## src/rtl/trg_seq_pkg.sv

```systemverilog
package trg_seq_pkg;

  localparam int SEL_W   = 3;
  localparam int BYTE_W  = 8;
  localparam int IDX_W   = 3;
  localparam int N_SRC   = 1 << SEL_W;

  localparam logic [SEL_W-1:0] SRC_ALWAYS = 3'd6;
  localparam logic [SEL_W-1:0] SRC_NEVER  = 3'd7;

  typedef struct packed {
    logic [SEL_W-1:0]  ev_sel;
    logic              cmp_en;
    logic [BYTE_W-1:0] cmp_val;
    logic [SEL_W-1:0]  abort_sel;
    logic              fire;
    logic [IDX_W-1:0]  nxt_hit;
    logic [IDX_W-1:0]  nxt_miss;
  } step_t;

  localparam int STEP_W = $bits(step_t);

  function automatic step_t inert_step();
    step_t s;
    s           = '0;
    s.ev_sel    = SRC_NEVER;
    s.abort_sel = SRC_NEVER;
    return s;
  endfunction

endpackage

```

## src/rtl/trg_prog_mem.sv

```systemverilog
module trg_prog_mem
  import trg_seq_pkg::*;
#(
  parameter int STEPS = 8
) (
  input  logic             clk,
  input  logic             rst_n,
  input  logic             armed_i,
  input  logic             wr_valid_i,
  output logic             wr_ready_o,
  input  logic [IDX_W-1:0] wr_addr_i,
  input  step_t            wr_data_i,
  input  logic [IDX_W-1:0] rd_idx_i,
  output step_t            rd_step_o
);

  step_t mem [STEPS];
  logic  wr_fire;

  assign wr_ready_o = !armed_i;
  assign wr_fire    = wr_valid_i && wr_ready_o;

  for (genvar g = 0; g < STEPS; g++) begin : g_slot
    always_ff @(posedge clk or negedge rst_n) begin
      if (!rst_n) begin
        mem[g] <= inert_step();
      end else if (wr_fire && (wr_addr_i == IDX_W'(g))) begin
        mem[g] <= wr_data_i;
      end
    end

    // a write offered while armed must not disturb any slot
    p_drop_armed_write_r3: assert property (@(posedge clk) disable iff (!rst_n)
      (armed_i && wr_valid_i) |=> $stable(mem[g]));
  end

  always_comb begin
    if (32'(rd_idx_i) < STEPS) rd_step_o = mem[rd_idx_i];
    else                       rd_step_o = inert_step();
  end

endmodule

```

## src/rtl/trg_event_sel.sv

```systemverilog
module trg_event_sel
  import trg_seq_pkg::*;
#(
  parameter int N_EDGE = 4,
  parameter int N_BYTE = 2
) (
  input  logic [N_EDGE-1:0]        edge_i,
  input  logic [N_BYTE-1:0]        bvld_i,
  input  logic [N_BYTE*BYTE_W-1:0] bdat_i,
  input  step_t                    step_i,
  output logic                     hit_o,
  output logic                     miss_o,
  output logic                     abort_o
);

  logic [N_SRC-1:0]  src;
  logic [BYTE_W-1:0] lane_byte;
  logic              is_byte;
  logic              cmp_on;
  logic              fired;

  for (genvar s = 0; s < N_SRC; s++) begin : g_src
    if (s < N_EDGE) begin : g_edge
      assign src[s] = edge_i[s];
    end else if (s < N_EDGE + N_BYTE) begin : g_byte
      assign src[s] = bvld_i[s-N_EDGE];
    end else if (s == int'(SRC_ALWAYS)) begin : g_always
      assign src[s] = 1'b1;
    end else begin : g_never
      assign src[s] = 1'b0;
    end
  end

  always_comb begin
    lane_byte = '0;
    is_byte   = 1'b0;
    for (int k = 0; k < N_BYTE; k++) begin
      if (step_i.ev_sel == SEL_W'(N_EDGE + k)) begin
        lane_byte = bdat_i[k*BYTE_W +: BYTE_W];
        is_byte   = 1'b1;
      end
    end
  end

  assign cmp_on  = step_i.cmp_en && is_byte;
  assign fired   = src[step_i.ev_sel];
  assign hit_o   = fired && (!cmp_on || (lane_byte == step_i.cmp_val));
  assign miss_o  = fired && cmp_on && (lane_byte != step_i.cmp_val);
  assign abort_o = src[step_i.abort_sel];

endmodule

```

## src/rtl/trg_step_ctrl.sv

```systemverilog
module trg_step_ctrl
  import trg_seq_pkg::*;
(
  input  logic             clk,
  input  logic             rst_n,
  input  logic             arm_i,
  input  logic             hit_i,
  input  logic             miss_i,
  input  logic             abort_i,
  input  step_t            step_i,
  output logic             armed_o,
  output logic [IDX_W-1:0] ptr_o,
  output logic             trig_o
);

  always_ff @(posedge clk or negedge rst_n) begin
    if (!rst_n) begin
      armed_o <= 1'b0;
      ptr_o   <= '0;
      trig_o  <= 1'b0;
    end else begin
      trig_o <= 1'b0;
      if (!armed_o) begin
        if (arm_i) begin
          armed_o <= 1'b1;
          ptr_o   <= '0;
        end
      end else if (abort_i) begin
        ptr_o <= '0;
      end else if (hit_i) begin
        if (step_i.fire) begin
          trig_o  <= 1'b1;
          armed_o <= 1'b0;
          ptr_o   <= '0;
        end else begin
          ptr_o <= step_i.nxt_hit;
        end
      end else if (miss_i) begin
        ptr_o <= step_i.nxt_miss;
      end
    end
  end

  p_arm_start_r4: assert property (@(posedge clk) disable iff (!rst_n)
    (!armed_o && arm_i) |=> (armed_o && ptr_o == '0));

  p_hit_advance_r6: assert property (@(posedge clk) disable iff (!rst_n)
    (armed_o && !abort_i && hit_i && !step_i.fire) |=> (ptr_o == $past(step_i.nxt_hit)));

  p_miss_branch_r7: assert property (@(posedge clk) disable iff (!rst_n)
    (armed_o && !abort_i && miss_i) |=> (ptr_o == $past(step_i.nxt_miss)));

  p_abort_wins_r8: assert property (@(posedge clk) disable iff (!rst_n)
    (armed_o && abort_i) |=> (ptr_o == '0 && !trig_o));

  p_pulse_once_r9: assert property (@(posedge clk) disable iff (!rst_n)
    trig_o |=> !trig_o);

  p_disarm_on_fire_r9: assert property (@(posedge clk) disable iff (!rst_n)
    trig_o |-> (!armed_o && ptr_o == '0));

  p_hold_r10: assert property (@(posedge clk) disable iff (!rst_n)
    (armed_o && !abort_i && !hit_i && !miss_i) |=> (armed_o && $stable(ptr_o)));

endmodule

```

## src/rtl/trg_seq.sv

```systemverilog
module trg_seq
  import trg_seq_pkg::*;
#(
  parameter int STEPS  = 8,
  parameter int N_EDGE = 4,
  parameter int N_BYTE = 2
) (
  input  logic                     clk,
  input  logic                     rst_n,
  input  logic                     arm_i,
  input  logic [N_EDGE-1:0]        edge_i,
  input  logic [N_BYTE-1:0]        bvld_i,
  input  logic [N_BYTE*BYTE_W-1:0] bdat_i,
  input  logic                     wr_valid_i,
  output logic                     wr_ready_o,
  input  logic [IDX_W-1:0]         wr_addr_i,
  input  logic [STEP_W-1:0]        wr_data_i,
  output logic                     trig_o,
  output logic                     armed_o,
  output logic [IDX_W-1:0]         step_o
);

  step_t cur_step;
  logic  hit, miss, abort_ev;
  logic  armed;
  logic [IDX_W-1:0] ptr;

  initial begin
    if (N_EDGE + N_BYTE > int'(SRC_ALWAYS))
      $error("event sources exceed the select space");
    if (STEPS > (1 << IDX_W))
      $error("step count exceeds index width");
  end

  trg_prog_mem #(.STEPS(STEPS)) u_mem (
    .clk        (clk),
    .rst_n      (rst_n),
    .armed_i    (armed),
    .wr_valid_i (wr_valid_i),
    .wr_ready_o (wr_ready_o),
    .wr_addr_i  (wr_addr_i),
    .wr_data_i  (step_t'(wr_data_i)),
    .rd_idx_i   (ptr),
    .rd_step_o  (cur_step)
  );

  trg_event_sel #(.N_EDGE(N_EDGE), .N_BYTE(N_BYTE)) u_sel (
    .edge_i  (edge_i),
    .bvld_i  (bvld_i),
    .bdat_i  (bdat_i),
    .step_i  (cur_step),
    .hit_o   (hit),
    .miss_o  (miss),
    .abort_o (abort_ev)
  );

  trg_step_ctrl u_ctrl (
    .clk     (clk),
    .rst_n   (rst_n),
    .arm_i   (arm_i),
    .hit_i   (hit),
    .miss_i  (miss),
    .abort_i (abort_ev),
    .step_i  (cur_step),
    .armed_o (armed),
    .ptr_o   (ptr),
    .trig_o  (trig_o)
  );

  assign armed_o = armed;
  assign step_o  = ptr;

endmodule

```

## config.mk

```make
export PLATFORM = sky130hd
export DESIGN_NAME = trg_seq
export DESIGN_NICKNAME = d
export VERILOG_FILES = /design/src/rtl/trg_seq_pkg.sv /design/src/rtl/trg_prog_mem.sv /design/src/rtl/trg_event_sel.sv /design/src/rtl/trg_step_ctrl.sv /design/src/rtl/trg_seq.sv
export SDC_FILE = /design/constraint.sdc
export NUM_CORES = 1
export LEC_CHECK = 0
export BUFFER_PORTS_ARGS = -buffer_cell sky130_fd_sc_hd__buf_2
export CORE_UTILIZATION = 45
export DETAILED_ROUTE_END_ITERATION = 16
export HOLD_SLACK_MARGIN = 0.08
export PLACE_DENSITY = 0.59
export SETUP_SLACK_MARGIN = 0.4
export SLEW_MARGIN = 10
export SYNTH_ARGS = -nofsm -noshare
export SYNTH_HDL_FRONTEND = slang
export SYNTH_HIERARCHICAL = 1
export SYNTH_SLANG_ARGS = --single-unit
```

## constraint.sdc

```tcl
create_clock -name clk -period 6.3 [get_ports clk]
set_input_delay 0.315 -clock clk [delete_from_list [all_inputs] [get_ports clk]]
set_output_delay 0.315 -clock clk [all_outputs]
set_load 0.01 [all_outputs]
```

==> results of run 1 <==
per-stage QoR:
step	hold WS (ns)	worst slack, ns	utilization	area (um2)
after global placement	0.433	2.29	0.490	9270
after floorplan	0.0194	2.84	-	8760
final	0.167	2.20	0.526	9930
after global routing	0.160	1.93	0.526	9930
after CTS	0.153	2.15	0.526	9930
after detailed placement	0.453	2.17	0.490	9270
worst min-delay path by stage:
stage,startpoint,end,slack (ns),cells past startpoint
floorplan,rst_n,u_ctrl/armed_o,0.02,0
detailed placement,rst_n,u_mem/mem[78],0.45,1
CTS,arm_i,u_ctrl/armed_o,0.15,3
global route,arm_i,u_ctrl/armed_o,0.16,3
global placement,rst_n,u_mem/mem[56],0.43,1
finish,arm_i,u_ctrl/armed_o,0.17,3
critical path: cells and delay by family (launching register included):
kind / cells / cell delay (ns)
flops: 1 / 0.81
buf+inv: 1 / 0.49
compound gates: 4 / 0.79
simple gates: 3 / 0.97
mux: 2 / 0.92
cell type report:
type                    instances  share of cell area
clock buffers                  20              0.0460
clock inverters                12              0.0202
inverters                       2            0.000756
multi-input cells             319               0.400
flip-flops and latches        181               0.462
well taps                     260              0.0327
repair buffers                 68              0.0382
cell families (layout without fill, tap and decap cells):
logic type | after synthesis | count (layout)
muxes | 255 | 255
buffers and inverters | 33 | 102
and+or+nand+nor | 42 | 42
AOI/OAI and AO/OA | 22 | 22
DFF | 181 | 181
sequential cells by signal, summed over array words and instances, names as in the netlist:
| register | flops |
|---|---|
| u_ctrl/armed_o | 1 |
| u_ctrl/ptr_o | 3 |
| u_ctrl/trig_o | 1 |
| u_mem/mem | 176 |
power groups by stage:
| stage | clock network (uW) | logic, uW | registers, uW |
|---|---|---|---|
| finish | 1170 | 854 | 1630 |
| global route | 1250 | 928 | 1660 |
| CTS | 1200 | 867 | 1630 |
| detailed placement | 0 | 862 | 1650 |
| global placement | 0 | 830 | 1630 |
| floorplan | 0 | 704 | 1560 |
cells in the mapped netlist:
cell	instances
sky130_fd_sc_hd__nor3b_2	3
sky130_fd_sc_hd__or4_1	1
sky130_fd_sc_hd__clkbuf_2	1
sky130_fd_sc_hd__a21oi_1	3
sky130_fd_sc_hd__nor2_1	6
sky130_fd_sc_hd__o2bb2ai_1	3
sky130_fd_sc_hd__and3_2	1
sky130_fd_sc_hd__mux2_1	2
sky130_fd_sc_hd__a21o_1	1
sky130_fd_sc_hd__buf_6	9
sky130_fd_sc_hd__nand2b_1	2
sky130_fd_sc_hd__or3_2	8
sky130_fd_sc_hd__nor2b_1	1
sky130_fd_sc_hd__and2b_2	2
sky130_fd_sc_hd__a31oi_1	1
sky130_fd_sc_hd__mux2i_1	11
sky130_fd_sc_hd__mux4_1	44
sky130_fd_sc_hd__buf_2	13
sky130_fd_sc_hd__inv_1	2
sky130_fd_sc_hd__and2b_4	1
sky130_fd_sc_hd__nand4_1	4
sky130_fd_sc_hd__and3_1	1
sky130_fd_sc_hd__nand2_1	5
sky130_fd_sc_hd__dfrtp_1	133
sky130_fd_sc_hd__and2b_1	1
sky130_fd_sc_hd__o21ai_0	7
sky130_fd_sc_hd__nor2b_4	1
sky130_fd_sc_hd__nand3b_4	1
sky130_fd_sc_hd__buf_4	2
sky130_fd_sc_hd__o21ai_1	4
sky130_fd_sc_hd__nand2b_4	1
sky130_fd_sc_hd__mux2_2	198
sky130_fd_sc_hd__nor3b_1	1
sky130_fd_sc_hd__clkbuf_1	2
sky130_fd_sc_hd__buf_1	4
sky130_fd_sc_hd__o22ai_1	3
sky130_fd_sc_hd__dfstp_2	48
sky130_fd_sc_hd__nand3b_1	2
layout by cell type (no fill, tap or decap), types with 4 or more instances in the layout:
cell type / instances
sky130_fd_sc_hd__mux2_2: 198
sky130_fd_sc_hd__dfrtp_1: 131
sky130_fd_sc_hd__buf_2: 55
sky130_fd_sc_hd__dfstp_2: 48
sky130_fd_sc_hd__mux4_1: 44
sky130_fd_sc_hd__clkbuf_16: 17
sky130_fd_sc_hd__buf_4: 11
sky130_fd_sc_hd__mux2i_1: 11
sky130_fd_sc_hd__or3_2: 8
sky130_fd_sc_hd__o21ai_0: 7
sky130_fd_sc_hd__bufinv_16: 5
sky130_fd_sc_hd__nor2_1: 5
sky130_fd_sc_hd__nand2_1: 5
sky130_fd_sc_hd__o21ai_1: 4
sky130_fd_sc_hd__nand4_1: 4
routing by layer:
metal  up-vias  wire, um  GRT usage  part of all wire
li1       2169         -          -                 -
met1      2570      8350      0.260              0.44
met2       102      9670      0.356              0.51
met3        20       735     0.0408             0.039
met4         2       227     0.0526             0.012
met5         -        13          0           0.00068
==> metrics.yaml, run 1 <==
initial_utilization: 0.464
final.fill_count: 1572
finalNonFillerCells: 862
timing.rr.end: "u_ctrl/ptr_o[0]"
critPathCaptureType: "register"
setup.worst_path.class: "register to register"
setup_viol_count_final: 0
final-seq-area_um2: 4590
seqPwrFrac: 0.446
design.die.area_um2: 20000
synth_largest_area_cell: "sky130_fd_sc_hd__dfrtp_1"
drv_cap: 0
drt-vias-per-instance: 5.64
drt_first_pass_iters: 4
register_clock_pin_slew_on_the_reported_worst_setup_and_hold_paths_ns: 0.06
route.final.wire_length_mm: 19.0
worstSetupStartpoint: "u_ctrl/ptr_o[0]"
internal-power_uw: 2690
setup_repair_after_global_routing_missed_its_margin: "no"
cts.htree.levels: 4
cp_cell_sequence: "buf_4 -> mux4_1 -> mux2_2 -> o21ai_1 -> nand4_1 -> or4_1 -> a31oi_1 -> and2b_4 -> a21oi_1 -> o2bb2ai_1"
outcome: "completed"
max_clock_freq_ghz: 0.244
synth.distinct_cells: 38
critical_path.slowest_cell: "sky130_fd_sc_hd__dfrtp_2"
max-clock-path-buffers: 2
synth.cell_area_um2: 8760
powerDensity_nw_per_um2: 367
ctsRootBufferMaster: "sky130_fd_sc_hd__clkbuf_16"
yosys-top-cells-area: "sky130_fd_sc_hd__dfrtp_1 38%, sky130_fd_sc_hd__mux2_2 25%, sky130_fd_sc_hd__dfstp_2 14%"
timing_max_transition_violations_final: 0
pwr-share-comb: 0.234
max-vdd-ir-drop_mv: 0.201
vias_in_the_first_global_route: 5365
timing.critical_path.slowest_cell_delay_ns: 0.81
critical_path.startpoint_type: "register"
grt_pass1_wl_mm: 30.2
final_nets: 640
rr_startpoint: "u_ctrl/ptr_o[0]"
netSwitchingFraction: 0.261
drt_iter0_markers: 190
tritoncts.num_buffers: 17
setup_total_negative_slack_ns: 0
number_of_cells_produced_by_synthesis: 533
worst_skew_pair.late_latency_ns: 0.42
antennaDiodeCount: 0
port_buf_inserts: 56
placedCellCount: 829
endpoint: "u_ctrl/ptr_o[0]"
postCtsSetupRepairBufs: 0
total_power_uw: 3650
critical_path.max_fanout: 24
synth_xor_area_frac: 0
drc_errors: 0
skew_ns: 0.00884
hold_path_class: "input port to register"
post_synth_and_or_nand_nor_area_fraction: 0.0353
synth_top_family_by_area: "multiplexers"
tightestPinTransition_ns: 1.07
std_cell_rows: 50
cts.hold.buffers_added: 1
period_share: 0.652
io-pin-count: 57
synth_top_area_frac: 0.380
grt_use_total: 0.204
synth.ff_latch_count: 181
period_needed_ns: 4.10
maximum_number_of_pins_on_one_net_before_global_route_repair: 95
register_area_share_after_synthesis: 0.524
tritoncts: "done"
final_hold_viol_count: 0
post_synth_fa_ha_maj_area_fraction: 0
antenna_found_initial: 1
r2r_setup_slack_ns: 2.20
postRouteAntennaNets: 0
syn_to_final_growth_pct: 13.4
power_frac_clock: 0.320
synth_fp_nets: 584
floorplan.core_area_um2: 18900
multiInputGateArea_um2: 3970
vias: 4863
cts_repair_resize_count: 0
cts_sinks: 181
power.switching_uw: 952
muxShareOfSynthArea: 0.402
floorplan.die.height_um: 142
global_route_overflow: 0
cp.arrival_ns: 4.39
worst_slew_margin_rel: 0.290
reg2regPathDepth: 10
drive_above_1_share: 0.608
average_cell_area_after_synthesis_um2: 16.4
cp.required_ns: 6.59
synth_compound_gate_area_share: 0.0147
leakage_uw: 0.00467
die_x_um: 142
wl_per_cell_um: 22.0
place.detailed.hpwl_mm: 11.5
finalWeightedCongestion: 0.770
synthesis.yosys.warnings: 6
No activity file was read; power rests on OpenSTA's default activity.
==> inputs of run 2 (changes only) <==
--- a/config.mk
+++ b/config.mk
@@ -9,7 +9,7 @@
 export CORE_UTILIZATION = 45
 export DETAILED_ROUTE_END_ITERATION = 16
 export HOLD_SLACK_MARGIN = 0.08
-export PLACE_DENSITY = 0.59
+export PLACE_DENSITY = 0.62
 export SETUP_SLACK_MARGIN = 0.4
 export SLEW_MARGIN = 10
 export SYNTH_ARGS = -nofsm -noshare
==> constraint.sdc (replaced) <==
create_clock -name clk -period 3.5 [get_ports clk]
set_input_delay 0.175 -clock clk [delete_from_list [all_inputs] [get_ports clk]]
set_output_delay 0.175 -clock clk [all_outputs]
set_load 0.01 [all_outputs]
==> metrics.yaml, run 2 (synthesis results as in run 1) <==
die_x_um: 142  # unchanged
floorplan.core_area_um2: 18900  # unchanged
setup.worst_path.class: "register to register"
cts.htree.levels: 4  # unchanged
drc_errors: 0  # unchanged
cts_sinks: 181  # unchanged
place.detailed.hpwl_mm: 11.7  # +2.1%
port_buf_inserts: 56  # unchanged
critical_path.startpoint_type: "register"
max_clock_freq_ghz: 0.304  # +25%
cp.required_ns: 3.80  # -2.79 ns
vias: 4974  # +2.3%
drive_above_1_share: 0.634  # +0.0265
setup_repair_after_global_routing_missed_its_margin: "yes"
max-vdd-ir-drop_mv: 0.380  # +89%
placedCellCount: 835  # +0.72%
worst_slew_margin_rel: 0.527  # +0.237
drt_iter0_markers: 315  # +66%
design.die.area_um2: 20000  # unchanged
floorplan.die.height_um: 142  # unchanged
cp.arrival_ns: 3.59  # -0.80 ns
setup_total_negative_slack_ns: 0  # unchanged
antennaDiodeCount: 0  # unchanged
critical_path.slowest_cell: "sky130_fd_sc_hd__dfrtp_4"
layout_commonest_cell: "sky130_fd_sc_hd__mux2_2"
flip_flop_count_of_the_largest_register_after_layout: 176  # unchanged
tritoncts: "done"
antenna_found_initial: 1  # unchanged
timing.critical_path.slowest_cell_delay_ns: 0.50  # -0.31 ns
std_cell_rows: 50  # unchanged
r2r_setup_slack_ns: 0.21  # -1.98 ns
finalNonFillerCells: 892  # +3.5%
drv_cap: 0  # unchanged
worst_skew_pair.late_latency_ns: 0.42  # about the same
reg_top3: "u_mem/mem (176), u_ctrl/ptr_o (3)"
final_nets: 670  # +4.7%
drt-vias-per-instance: 5.58  # -1.2%
skew_ns: 0.00864  # -0.000194 ns
cp_cell_sequence: "buf_12 -> mux4_2 -> mux2_4 -> mux2i_2 -> or3_2 -> nand4_1 -> or4_4 -> a31oi_4 -> buf_6 -> mux2i_2 -> o2bb2ai_2"
final_hold_viol_count: 0  # unchanged
worst_path_most_repeated_cell: "sky130_fd_sc_hd__mux2i_2"
finalWeightedCongestion: 0.818  # +6.2%
period_needed_ns: 3.29  # -0.815 ns
ctsRootBufferMaster: "sky130_fd_sc_hd__clkbuf_16"
tightestPinTransition_ns: 0.710  # -0.355 ns
route.final.wire_length_mm: 19.5  # +2.9%
initial_utilization: 0.464  # unchanged
max-clock-path-buffers: 2  # unchanged
max_flop_register: "u_mem/mem"
setup_viol_count_final: 0  # unchanged
io-pin-count: 57  # unchanged
vias_in_the_first_global_route: 5411  # +0.86%
leakage_uw: 0.00478  # +2.5%
register_clock_pin_slew_on_the_reported_worst_setup_and_hold_paths_ns: 0.07  # about the same
outcome: "completed"
period_share: 0.940  # +0.288
critical_path.max_fanout: 7  # -71%
grt_pass1_wl_mm: 31.0  # +2.9%
timing_max_transition_violations_final: 0  # unchanged
wl_per_cell_um: 21.9  # -0.59%
syn_to_final_growth_pct: 17.6
maximum_number_of_pins_on_one_net_before_global_route_repair: 81  # -15%
powerDensity_nw_per_um2: 651  # +77%
global_route_overflow: 0  # unchanged
utilization: 0.545  # +0.0197
hold_path_class: "input port to register"
postRouteAntennaNets: 0  # unchanged
critPathCaptureType: "register"
highest_count_cells_in_the_layout_ignoring_fill_and_taps: "195 x sky130_fd_sc_hd__mux2_2, 131 x sky130_fd_sc_hd__dfrtp_1, 55 x sky130_fd_sc_hd__buf_2"
final.fill_count: 1600  # +1.8%
drt_first_pass_iters: 4  # unchanged
grt_use_total: 0.209  # +0.00513
tritoncts.num_buffers: 17  # unchanged
==> run 2: path summary, 6_finish.rpt <==
path,startpoint,end,depth (start not counted)
max,u_ctrl/ptr_o[0],u_ctrl/ptr_o[1],11
max reg2reg,u_ctrl/ptr_o[0],u_ctrl/ptr_o[1],11
min in group asynchronous,rst_n,u_mem/mem[99],2
max in group asynchronous,rst_n,u_mem/mem[130],3
min reg2reg,u_mem/mem[40],u_mem/mem[40],1
min,wr_data_i[19],u_mem/mem[19],2
==> run 2: area by class of cell <==
class | instances | area (um2) | share of cell area
Timing Repair Buffer | 95 | 653 | 0.0634
Multi-Input combinational cell | 322 | 4120 | 0.400
Sequential cell | 181 | 4590 | 0.446
Tap cell | 260 | 325 | 0.0316
Clock buffer | 18 | 429 | 0.0416
Clock inverter | 14 | 175 | 0.0170
Inverter | 2 | 7.51 | 0.000729
==> run 2: timing repair <==
action,in CTS,in global routing
endpoints found under the setup margin,5,5
resized for setup,7,21
hold endpoints to repair,124,0
buffers inserted,6,1
pin swaps,1,5
cloned,1,2
hold buffers,15,0
==> run 2: critical path, delay by kind of cell (launching register included) <==
family,cells,cell delay (ns)
DFF,1,0.50
AOI/OAI and AO/OA,2,0.34
muxes,4,1.28
buffers and inverters,2,0.29
and+or+nand+nor,3,0.75
==> run 2: power breakdown <==
| group | switching [uW] | internal (uW) |
|---|---|---|
| Combinational | 789 | 1070 |
| Clock | 816 | 1130 |
| Sequential | 259 | 2640 |
==> run 2: stage by stage <==
step,total power [uW],hold slack (ns),setup slack (ns),instance area [um2]
floorplan,4150,-0.121,0.263,8790
global placement,4510,0.237,0.165,9340
detailed placement,4600,0.249,0.0830,9340
CTS,6650,0.0822,0.174,10200
global route,7040,0.0913,0.125,10300
finish,6710,0.0949,0.210,10300
==> run 2: routing by layer <==
| metal | wire length [um] | track usage | share of wire |
|---|---|---|---|
| met1 | 9410 | 0.292 | 0.48 |
| met2 | 9430 | 0.338 | 0.48 |
| met3 | 488 | 0.0354 | 0.025 |
| met4 | 209 | 0.0617 | 0.011 |
| met5 | 0 | 0 | 0 |
